File: src/rtl/agc_pkg.sv
package agc_pkg;
  typedef enum logic [1:0] {
    LVL_LOW  = 2'd0,
    LVL_MID  = 2'd1,
    LVL_HIGH = 2'd2
  } lvl_e;
endpackage

File: src/rtl/agc_level_det.sv
module agc_level_det
  import agc_pkg::*;
#(
  parameter int DATA_W = 12
) (
  input  logic signed [DATA_W-1:0] mon_data_i,
  input  logic        [DATA_W-1:0] thr_hi_i,
  input  logic        [DATA_W-1:0] thr_lo_i,
  output lvl_e                     lvl_o
);
  logic [DATA_W-1:0] mag;

  // unsigned magnitude; most negative value maps to 2^(DATA_W-1)
  always_comb begin
    if (mon_data_i[DATA_W-1]) mag = ~mon_data_i + 1'b1;
    else                      mag = mon_data_i;
  end

  always_comb begin
    if (mag >= thr_hi_i)     lvl_o = LVL_HIGH;
    else if (mag < thr_lo_i) lvl_o = LVL_LOW;
    else                     lvl_o = LVL_MID;
  end
endmodule

File: src/rtl/agc_ctrl.sv
module agc_ctrl
  import agc_pkg::*;
#(
  parameter int SHIFT_MAX = 11,
  parameter int HOLD_LEN  = 10000,
  parameter int SHIFT_W   = $clog2(SHIFT_MAX + 1)
) (
  input  logic               clk_i,
  input  logic               rst_ni,
  input  logic               valid_i,
  input  lvl_e               lvl_i,
  output logic [SHIFT_W-1:0] shift_o
);
  localparam int HOLD_W = $clog2(HOLD_LEN);

  logic [SHIFT_W-1:0] shift_q;
  logic [HOLD_W-1:0]  hold_q;
  logic               hold_done;

  assign hold_done = (hold_q == HOLD_W'(HOLD_LEN - 1));

  always_ff @(posedge clk_i or negedge rst_ni) begin
    if (!rst_ni) begin
      shift_q <= '0;
      hold_q  <= '0;
    end else if (valid_i) begin
      unique case (lvl_i)
        LVL_HIGH: begin
          if (shift_q < SHIFT_W'(SHIFT_MAX)) shift_q <= shift_q + SHIFT_W'(1);
          hold_q <= '0;
        end
        LVL_LOW: begin
          if (hold_done) begin
            if (shift_q != '0) shift_q <= shift_q - SHIFT_W'(1);
            hold_q <= '0;
          end else begin
            hold_q <= hold_q + HOLD_W'(1);
          end
        end
        default: hold_q <= '0;
      endcase
    end
  end

  assign shift_o = shift_q;

  AST_SHIFT_RANGE: assert property (@(posedge clk_i) disable iff (!rst_ni)
    shift_q <= SHIFT_W'(SHIFT_MAX));
  AST_HOLD_RANGE: assert property (@(posedge clk_i) disable iff (!rst_ni)
    hold_q < HOLD_W'(HOLD_LEN));
  AST_IDLE_STABLE: assert property (@(posedge clk_i) disable iff (!rst_ni)
    !valid_i |=> $stable(shift_q));
  AST_OVERLOAD_UP: assert property (@(posedge clk_i) disable iff (!rst_ni)
    (valid_i && lvl_i == LVL_HIGH && shift_q < SHIFT_W'(SHIFT_MAX))
      |=> shift_q == $past(shift_q) + SHIFT_W'(1));
  AST_MID_KEEP: assert property (@(posedge clk_i) disable iff (!rst_ni)
    (valid_i && lvl_i == LVL_MID) |=> ($stable(shift_q) && hold_q == '0));
  AST_SINGLE_STEP: assert property (@(posedge clk_i) disable iff (!rst_ni)
    (shift_q == $past(shift_q)) || (shift_q == $past(shift_q) + SHIFT_W'(1))
      || (shift_q == $past(shift_q) - SHIFT_W'(1)));
endmodule

File: src/rtl/agc_shifter.sv
module agc_shifter #(
  parameter int DATA_W  = 12,
  parameter int SHIFT_W = 4
) (
  input  logic                     clk_i,
  input  logic                     rst_ni,
  input  logic                     in_valid_i,
  input  logic signed [DATA_W-1:0] in_data_i,
  input  logic        [SHIFT_W-1:0] shift_i,
  output logic                     out_valid_o,
  output logic signed [DATA_W-1:0] out_data_o
);
  logic signed [DATA_W-1:0] data_q;
  logic                     valid_q;

  always_ff @(posedge clk_i or negedge rst_ni) begin
    if (!rst_ni) begin
      data_q  <= '0;
      valid_q <= 1'b0;
    end else begin
      valid_q <= in_valid_i;
      if (in_valid_i) data_q <= in_data_i >>> shift_i;
    end
  end

  assign out_valid_o = valid_q;
  assign out_data_o  = data_q;

  AST_OUT_HOLD: assert property (@(posedge clk_i) disable iff (!rst_ni)
    !in_valid_i |=> $stable(out_data_o));
  AST_OUT_SIGN: assert property (@(posedge clk_i) disable iff (!rst_ni)
    in_valid_i |=> (out_data_o[DATA_W-1] == $past(in_data_i[DATA_W-1])));
endmodule

File: src/rtl/shift_agc.sv
module shift_agc
  import agc_pkg::*;
#(
  parameter int DATA_W    = 12,
  parameter int SHIFT_MAX = 11,
  parameter int HOLD_LEN  = 10000,
  parameter int SHIFT_W   = $clog2(SHIFT_MAX + 1)
) (
  input  logic                     clk_i,
  input  logic                     rst_ni,
  input  logic                     in_valid_i,
  input  logic signed [DATA_W-1:0] in_data_i,
  output logic                     out_valid_o,
  output logic signed [DATA_W-1:0] out_data_o,
  input  logic                     mon_valid_i,
  input  logic signed [DATA_W-1:0] mon_data_i,
  input  logic        [DATA_W-1:0] thr_hi_i,
  input  logic        [DATA_W-1:0] thr_lo_i,
  output logic        [SHIFT_W-1:0] shift_o
);
  lvl_e               lvl;
  logic [SHIFT_W-1:0] shift;

  agc_level_det #(.DATA_W(DATA_W)) i_det (
    .mon_data_i (mon_data_i),
    .thr_hi_i   (thr_hi_i),
    .thr_lo_i   (thr_lo_i),
    .lvl_o      (lvl)
  );

  agc_ctrl #(.SHIFT_MAX(SHIFT_MAX), .HOLD_LEN(HOLD_LEN), .SHIFT_W(SHIFT_W)) i_ctrl (
    .clk_i   (clk_i),
    .rst_ni  (rst_ni),
    .valid_i (mon_valid_i),
    .lvl_i   (lvl),
    .shift_o (shift)
  );

  agc_shifter #(.DATA_W(DATA_W), .SHIFT_W(SHIFT_W)) i_shift (
    .clk_i       (clk_i),
    .rst_ni      (rst_ni),
    .in_valid_i  (in_valid_i),
    .in_data_i   (in_data_i),
    .shift_i     (shift),
    .out_valid_o (out_valid_o),
    .out_data_o  (out_data_o)
  );

  assign shift_o = shift;

  AST_OUT_PULSE: assert property (@(posedge clk_i) disable iff (!rst_ni)
    in_valid_i |=> out_valid_o);
endmodule

File: config.mk
export PLATFORM = sky130hd
export DESIGN_NAME = shift_agc
export DESIGN_NICKNAME = d
export VERILOG_FILES = /design/src/rtl/agc_pkg.sv /design/src/rtl/agc_level_det.sv /design/src/rtl/agc_ctrl.sv /design/src/rtl/agc_shifter.sv /design/src/rtl/shift_agc.sv
export SDC_FILE = /design/constraint.sdc
export NUM_CORES = 1
export LEC_CHECK = 0
export ABC_CLOCK_PERIOD_IN_PS = 5850
export BUFFER_PORTS_ARGS = -buffer_cell sky130_fd_sc_hd__buf_2
export CORE_ASPECT_RATIO = 0.9
export CORE_UTILIZATION = 58
export DETAILED_ROUTE_END_ITERATION = 12
export GPL_TIMING_DRIVEN = 0
export PLACE_DENSITY_LB_ADDON = 0.2
export SKIP_LAST_GASP = 1
export SLEW_MARGIN = 20
export SYNTH_ARGS = -nofsm -noshare
export SYNTH_HDL_FRONTEND = slang
export SYNTH_SLANG_ARGS = --single-unit
File: constraint.sdc
create_clock -name clk_i -period 5.85 [get_ports clk_i]
set_input_delay 1.17 -clock clk_i [delete_from_list [all_inputs] [get_ports clk_i]]
set_output_delay 1.17 -clock clk_i [all_outputs]
set_load 0.005 [all_outputs]
# --- After elaboration in Yosys (flattened, before gate mapping) ---
# Cells that the tools add are included.
totals:
  latchBits: 0
  mem_count: 0
  wordCells: 31
  in_bits: 52
  mem_bits_ro: 0
  regBits: 31
  mem_bits_rw: 0
  out_inout_bits: 17
op_classes:
  mul: 0
  div: 0
  n_addsub: 4
  n_reduce_logical: 4
  n_eq_ne: 5
  bitwise: 1
  order_cmp: 3
  n_mux: 9
  n_shift: 1
ops:
  columns: ["operator", "count"]
  rows:
  - ["$mux W14", 2]
  - ["$add A14 B1 Y14 const B", 1]
  - ["$eq A14 B14 Y1 const B", 1]
  - ["$add A12 B1 Y12 const B", 1]
  - ["$ge A12 B12 Y1", 1]
  - ["$lt A12 B12 Y1", 1]
  - ["$mux W12", 1]
  - ["$mux W4", 3]
  - ["$not A12 Y12", 1]
  - ["$sshr A12 B4 Y12", 1]
  - ["$pmux W4 S2", 1]
  - ["$ne A2 B1 Y1 const B", 3]
  - ["$reduce_and A5 Y1", 1]
  - ["$add A4 B1 Y4 const B", 1]
  - ["$lt A4 B4 Y1 const B", 1]
  - ["$reduce_bool A4 Y1", 1]
  - ["$sub A4 B1 Y4 const B", 1]
  - ["$eq A2 B2 Y1 const B", 1]
  - ["$logic_not A2 Y1", 1]
  - ["$mux W2", 1]
  - ["$reduce_bool A2 Y1", 1]
  - ["$mux W1", 1]

# --- Longest topological paths before layout ---
depth:
  ltp_word: 9
  depth_mapped: 19

# --- Hierarchy ---
# From an unflattened synthesis, not the netlist that was laid out.
hier_totals:
  cells_unflattened: 319
  hier_area_um2: 2778.9
modules_own_cells:
  columns: ["module", "area_each_um2", "cells_per_inst", "seq_area_each_um2", "n_inst"]
  rows:
  - ["agc_shifter", 1007.2, 104, 325.3, 1]
  - ["agc_ctrl", 984.7, 103, 450.4, 1]
  - ["agc_level_det", 787.0, 112, 0.0, 1]

# --- Worst setup path before layout ---
# Ideal clock, no wire load.
synth_timing:
  kind: "input -> register"
  start: "input port mon_data_i[5]"
  end: "register i_ctrl.shift_q[3], in the netlist i_ctrl.shift_o[3]"
  t_arrival_ns: 5.009
  t_required_ns: 5.715
  n_path_buf: 0
  slack_ns: 0.707
  cell_stages: 17
  path_cell_list: "or4_1 > or4_1 > o21ai_0 > xnor2_1 > ha_1 > a21o_1 > a21o_1 > a2111o_1 > a41o_1 > or2_2 > inv_1 > ha_1 > a21o_1 > a21oi_1 > or3_1 > nand4_1 > xnor2_1"
synth_via:
  elab_chain_len: 9
  word_cells_on_any_way: 15
  cone_classes: "1 x add/sub; 2 x order compare; 4 x eq/ne; 4 x mux; 1 x bitwise; 3 x reduce/logical"
synth_lines:
  columns: ["element", "line", "source"]
  rows:
  - ["start: declaration", "shift_agc.sv:16", "input logic signed [DATA_W-1:0] mon_data_i,"]
  - ["$not A12 Y12", "agc_level_det.sv:15", "if (mon_data_i[DATA_W-1]) mag = ~mon_data_i + 1'b1;"]
  - ["$add A12 B1 Y12", "agc_level_det.sv:15", null]
  - ["$mux W12 (*)", "agc_level_det.sv:15", null]
  - ["$lt A12 B12 Y1", "agc_level_det.sv:21", "else if (mag < thr_lo_i) lvl_o = LVL_LOW;"]
  - ["$mux W1", "agc_level_det.sv:21", null]
  - ["$mux W2 (*)", "agc_level_det.sv:20", "if (mag >= thr_hi_i) lvl_o = LVL_HIGH;"]
  - ["$eq A2 B2 Y1 or $logic_not A2 Y1 (tied branches)", "agc_ctrl.sv:27", "unique case (lvl_i)"]
  - ["$ne A2 B1 Y1 (no line) or $reduce_bool A2 Y1 (tied branches)", null, null]
  - ["$reduce_and A5 Y1 (no line)", null, null]
  - ["end signal: assignment", "agc_ctrl.sv:29", "if (shift_q < SHIFT_W'(SHIFT_MAX)) shift_q <= shift_q + SHIFT_W'(1);"]
  - ["end signal: assignment", "agc_ctrl.sv:34", "if (shift_q != '0) shift_q <= shift_q - SHIFT_W'(1);"]
  - ["end: declaration", "agc_ctrl.sv:16", "logic [SHIFT_W-1:0] shift_q;"]
# Every way passes the cells marked *; elsewhere a longest branch is shown, timed or not.
# A chain may end at the register's enable or synchronous reset.

# --- Worst setup path after layout ---
layout_timing:
  start: "input port mon_data_i[3]"
  end: "register i_ctrl.shift_q[3], in the netlist i_ctrl.shift_o[3]"
# Same word-level chain as after synthesis.

==> impl_summary.log <==
INFO  metric run_status = finished, final reports clean
INFO  metric final_cell_area = 0.003168 sq mm
INFO  metric yosys.area.top_type_share = 29.31%
INFO  metric cts_buffer_depth = 2
INFO  metric ys_top_cells_by_count = 36 x sky130_fd_sc_hd__inv_1, 31 x sky130_fd_sc_hd__dfrtp_1, 27 x sky130_fd_sc_hd__ha_1, 27 x sky130_fd_sc_hd__nor2_1, 20 x sky130_fd_sc_hd__a21oi_1
INFO  metric tritoncts_clock_tree = yes
INFO  metric instances_no_fill = 433
INFO  metric fin_ws = 0.5177 ns
INFO  metric area.growth.synth_to_final = 19.72%
INFO  metric setup_viol_count_final = 0
INFO  metric antenna_found_initial = 0
INFO  metric gr-usage-all-layers = 27.33%
INFO  metric post_route_cells_drive_above_1_share = 25.74%
INFO  metric max_cap_violations = 0
INFO  metric async_flop_share = 100.0%
INFO  metric fin_tns_setup = 0 ns
INFO  metric yosysSeqAreaShare = 29.31%
INFO  metric end_kind = register
INFO  metric hold_buffers = 0
INFO  metric cp_data_required_time = 6.00 ns
INFO  metric top_usage_layer = met2
INFO  metric dpl.cell_count = 425
INFO  metric multi_input_comb_area = 0.001698 sq mm
INFO  metric finalCritPeriodShare = 91.15%
INFO  metric top_level_ports = 69
INFO  metric max_slew.worst_pin.slew = 0.6992 ns
INFO  metric cts_num_sinks = 31
INFO  metric postSynthAreaPerCell = 8.910 sq um
INFO  metric final.min_clock_period = 5.332 ns
INFO  metric routed_wire_length_per_instance = 13.47 um
INFO  metric leakage = 0.001604 uW
INFO  metric synth-edff-count = 0
INFO  metric die-width = 73.20 um
INFO  metric critPathKind = input port to register
INFO  metric synth_seq_cells = 31
INFO  metric synth_flop_type = sky130_fd_sc_hd__dfrtp_1
INFO  metric start_point_of_the_critical_path = mon_data_i[3]
INFO  metric first_iter_violations = 181
INFO  metric diodes = 0
INFO  metric layout.nets = 452
INFO  metric hpwlAfterDp = 4708 um
INFO  metric drtAntennaViolNets = 0
INFO  metric global_route.usage.met3 = 3.963%
INFO  metric groute.layer.met1.usage = 35.95%
INFO  metric worst_vdd_drop = 0.0002008 V
INFO  metric worstReg2RegStart = i_ctrl.shift_o[0]$_DFFE_PN0P_
INFO  metric postLayoutCoreUtil = 75.22%
INFO  metric seqCellArea = 775.7 sq um
INFO  metric postSynthCellCount = 297
INFO  metric fmaxAchievable = 187.5 MHz
INFO  metric floorplan.initialDensity = 62.83%
INFO  metric yosys.cell_types.count = 40
INFO  metric synth_area = 0.002646 sq mm
INFO  metric power_density_over_cell_area = 334.3 mW/mm^2
INFO  metric rows = 22
INFO  metric r2r-end = i_shift.out_data_o[0]$_DFFE_PN0P_
INFO  metric worstRegToRegCells = 6
INFO  metric dieArea = 0.004837 sq mm
INFO  metric io_buffer_count = 68
INFO  metric finalHoldViolCount = 0
INFO  metric worst_hold_path_type = register to register
INFO  metric routed_wire_length = 5831 um
INFO  metric design.core.area = 0.004212 sq mm
INFO  metric clk_transition_reported_paths = 0.07 ns
INFO  metric cts_max_level = 2
INFO  metric die_h = 66.08 um
INFO  metric remaining_global_route_overflow = 0
INFO  metric dpl_cell_area = 0.003062 sq mm
INFO  metric met2_usage = 46.99%
INFO  metric crit_fanout = 6
INFO  metric cts-buffers-inserted = 5
INFO  metric rrSetupSlack = 3.33 ns
INFO  metric fill_cells = 337
INFO  metric timing.slew.headroom = 53.39%
INFO  metric data_arrival_critical_path = 5.49 ns
INFO  metric place_congestion = 0.8803
INFO  metric drt_first_pass_iters = 4
INFO  metric cp-endpoint = i_ctrl.shift_o[3]$_DFFE_PN0P_
INFO  metric placement.setup.worst_slack = 0.04782 ns
INFO  metric grt_max_degree = 32
INFO  metric finalMaxSlewViolations = 0
INFO  metric insertion_delay = 0.28 ns
INFO  metric avgViaCountPerCell = 5.677
INFO  metric post-synth-top-count-cell = sky130_fd_sc_hd__inv_1
INFO  metric first_global_vias = 2,328
INFO  metric drc_errors = 0
INFO  metric synthTopCellsByArea = sky130_fd_sc_hd__dfrtp_1 29%, sky130_fd_sc_hd__ha_1 13%, sky130_fd_sc_hd__mux4_2 6.0%, sky130_fd_sc_hd__xnor2_1 5.3%, sky130_fd_sc_hd__inv_1 5.1%
INFO  metric rsz0062_at_grt = no
INFO  metric dr_total_vias = 2,458
INFO  metric synth_fp_nets = 377
INFO  metric cts_root_buffer = sky130_fd_sc_hd__clkbuf_8
INFO  metric startpoint_type_of_the_worst_setup_path = input port
INFO  metric netlist.top_cell.by_area = sky130_fd_sc_hd__dfrtp_1
INFO  metric grt_pass1_wl = 10,070 um
INFO  metric fin_skew = 0.006311 ns
INFO  metric ys_warn_count = 0
-- cell families after synthesis --
family	count (synthesis)	synth area share (%)
and+or+nand+nor	82	15.37
buffers and inverters	47	6.761
DFF	31	29.31
xor gates and xnor gates	20	6.619
muxes	24	12.81
AOI/OAI and AO/OA	65	15.60
adders and majority gates	28	13.52
-- stage by stage --
stage                     power, uW  hold WS [ns]
final                          1059        0.5050
after global routing           1152        0.5191
after CTS                      1065        0.5086
after detailed placement      877.5        0.4946
after global placement        848.4        0.4853
after floorplan               712.2        0.4781
-- how the worst min path moves through the flow --
stage,start,end,slack (ns),cells past startpoint
finish,i_shift.out_data_o[11]$_DFFE_PN0P_,i_shift.out_data_o[11]$_DFFE_PN0P_,0.50,1
global route,i_shift.out_data_o[0]$_DFFE_PN0P_,i_shift.out_data_o[0]$_DFFE_PN0P_,0.52,1
CTS,i_shift.out_data_o[0]$_DFFE_PN0P_,i_shift.out_data_o[0]$_DFFE_PN0P_,0.51,1
detailed placement,i_shift.out_data_o[0]$_DFFE_PN0P_,i_shift.out_data_o[0]$_DFFE_PN0P_,0.49,1
global placement,i_shift.out_data_o[0]$_DFFE_PN0P_,i_shift.out_data_o[0]$_DFFE_PN0P_,0.49,1
floorplan,i_ctrl.hold_q[0]$_DFFE_PN0P_,i_ctrl.hold_q[0]$_DFFE_PN0P_,0.48,1
-- worst max-delay path: stages --
cell	delay, ns
sky130_fd_sc_hd__buf_2	0.12
sky130_fd_sc_hd__or4_1	0.56
sky130_fd_sc_hd__or4_1	0.46
sky130_fd_sc_hd__o21ai_0	0.23
sky130_fd_sc_hd__xnor2_1	0.23
sky130_fd_sc_hd__ha_1	0.31
sky130_fd_sc_hd__a21o_1	0.18
sky130_fd_sc_hd__a21o_1	0.17
sky130_fd_sc_hd__a2111o_1	0.41
sky130_fd_sc_hd__a41o_1	0.27
sky130_fd_sc_hd__or2_2	0.33
sky130_fd_sc_hd__inv_1	0.09
sky130_fd_sc_hd__ha_1	0.24
sky130_fd_sc_hd__a21o_1	0.18
sky130_fd_sc_hd__a21oi_1	0.17
sky130_fd_sc_hd__or3_1	0.12
sky130_fd_sc_hd__nand4_1	0.11
sky130_fd_sc_hd__xnor2_1	0.14
-- flip-flops by register name, indices dropped and copies added (netlist names) --
signal	flops
i_ctrl.hold_q	14
i_shift.out_data_o	12
i_shift.out_valid_o	1
i_ctrl.shift_o	4
-- layout make-up --
cell class | instances | share of cell area [%]
tap | 60 | 2.370
buffer | 10 | 1.264
timing repair buffer | 68 | 10.74
clock buffer | 8 | 3.160
sequential | 31 | 24.49
inverter | 37 | 4.384
multi-input combinational | 219 | 53.59
-- where the power goes --
group          switching (uW)  total, uW  internal [uW]  leakage (uW)
Sequential               48.6        326            278      0.000389
Combinational             280        550            270       0.00116
Clock                    75.8        183            107     0.0000515
-- metal layers --
metal  vias to the layer above  share of wire, %  routed length (um)
li1                       1210                 -                   -
met3                         9               5.7                 334
met1                      1148                46                2659
met2                        91                48                2772
met4                         0               1.1                  65
met5                         -                 0                   0
-- repair_timing --
item	4_1_cts	5_1_grt
setup endpoints to repair	0	1
gates resized for setup	0	1
setup buffers	0	0
-- placed cells by master, fill, tap and decap left out, drive strengths merged, types with 3 or more instances in the layout --
cell type / instances
nand4: 5
mux4: 7
o211ai: 4
clkbuf: 14
dfrtp: 31
nand2b: 4
ha: 27
or3: 3
nor2b: 5
a21oi: 20
buf: 72
xor2: 4
nand3: 6
o21ai: 16
a21o: 6
nand2: 16
o2bb2ai: 4
nor3: 5
nor2: 27
a211oi: 5
xnor2: 16
o31ai: 3
inv: 36
mux2i: 8
mux2: 9
Note: power is estimated with default switching activity, not from simulation.
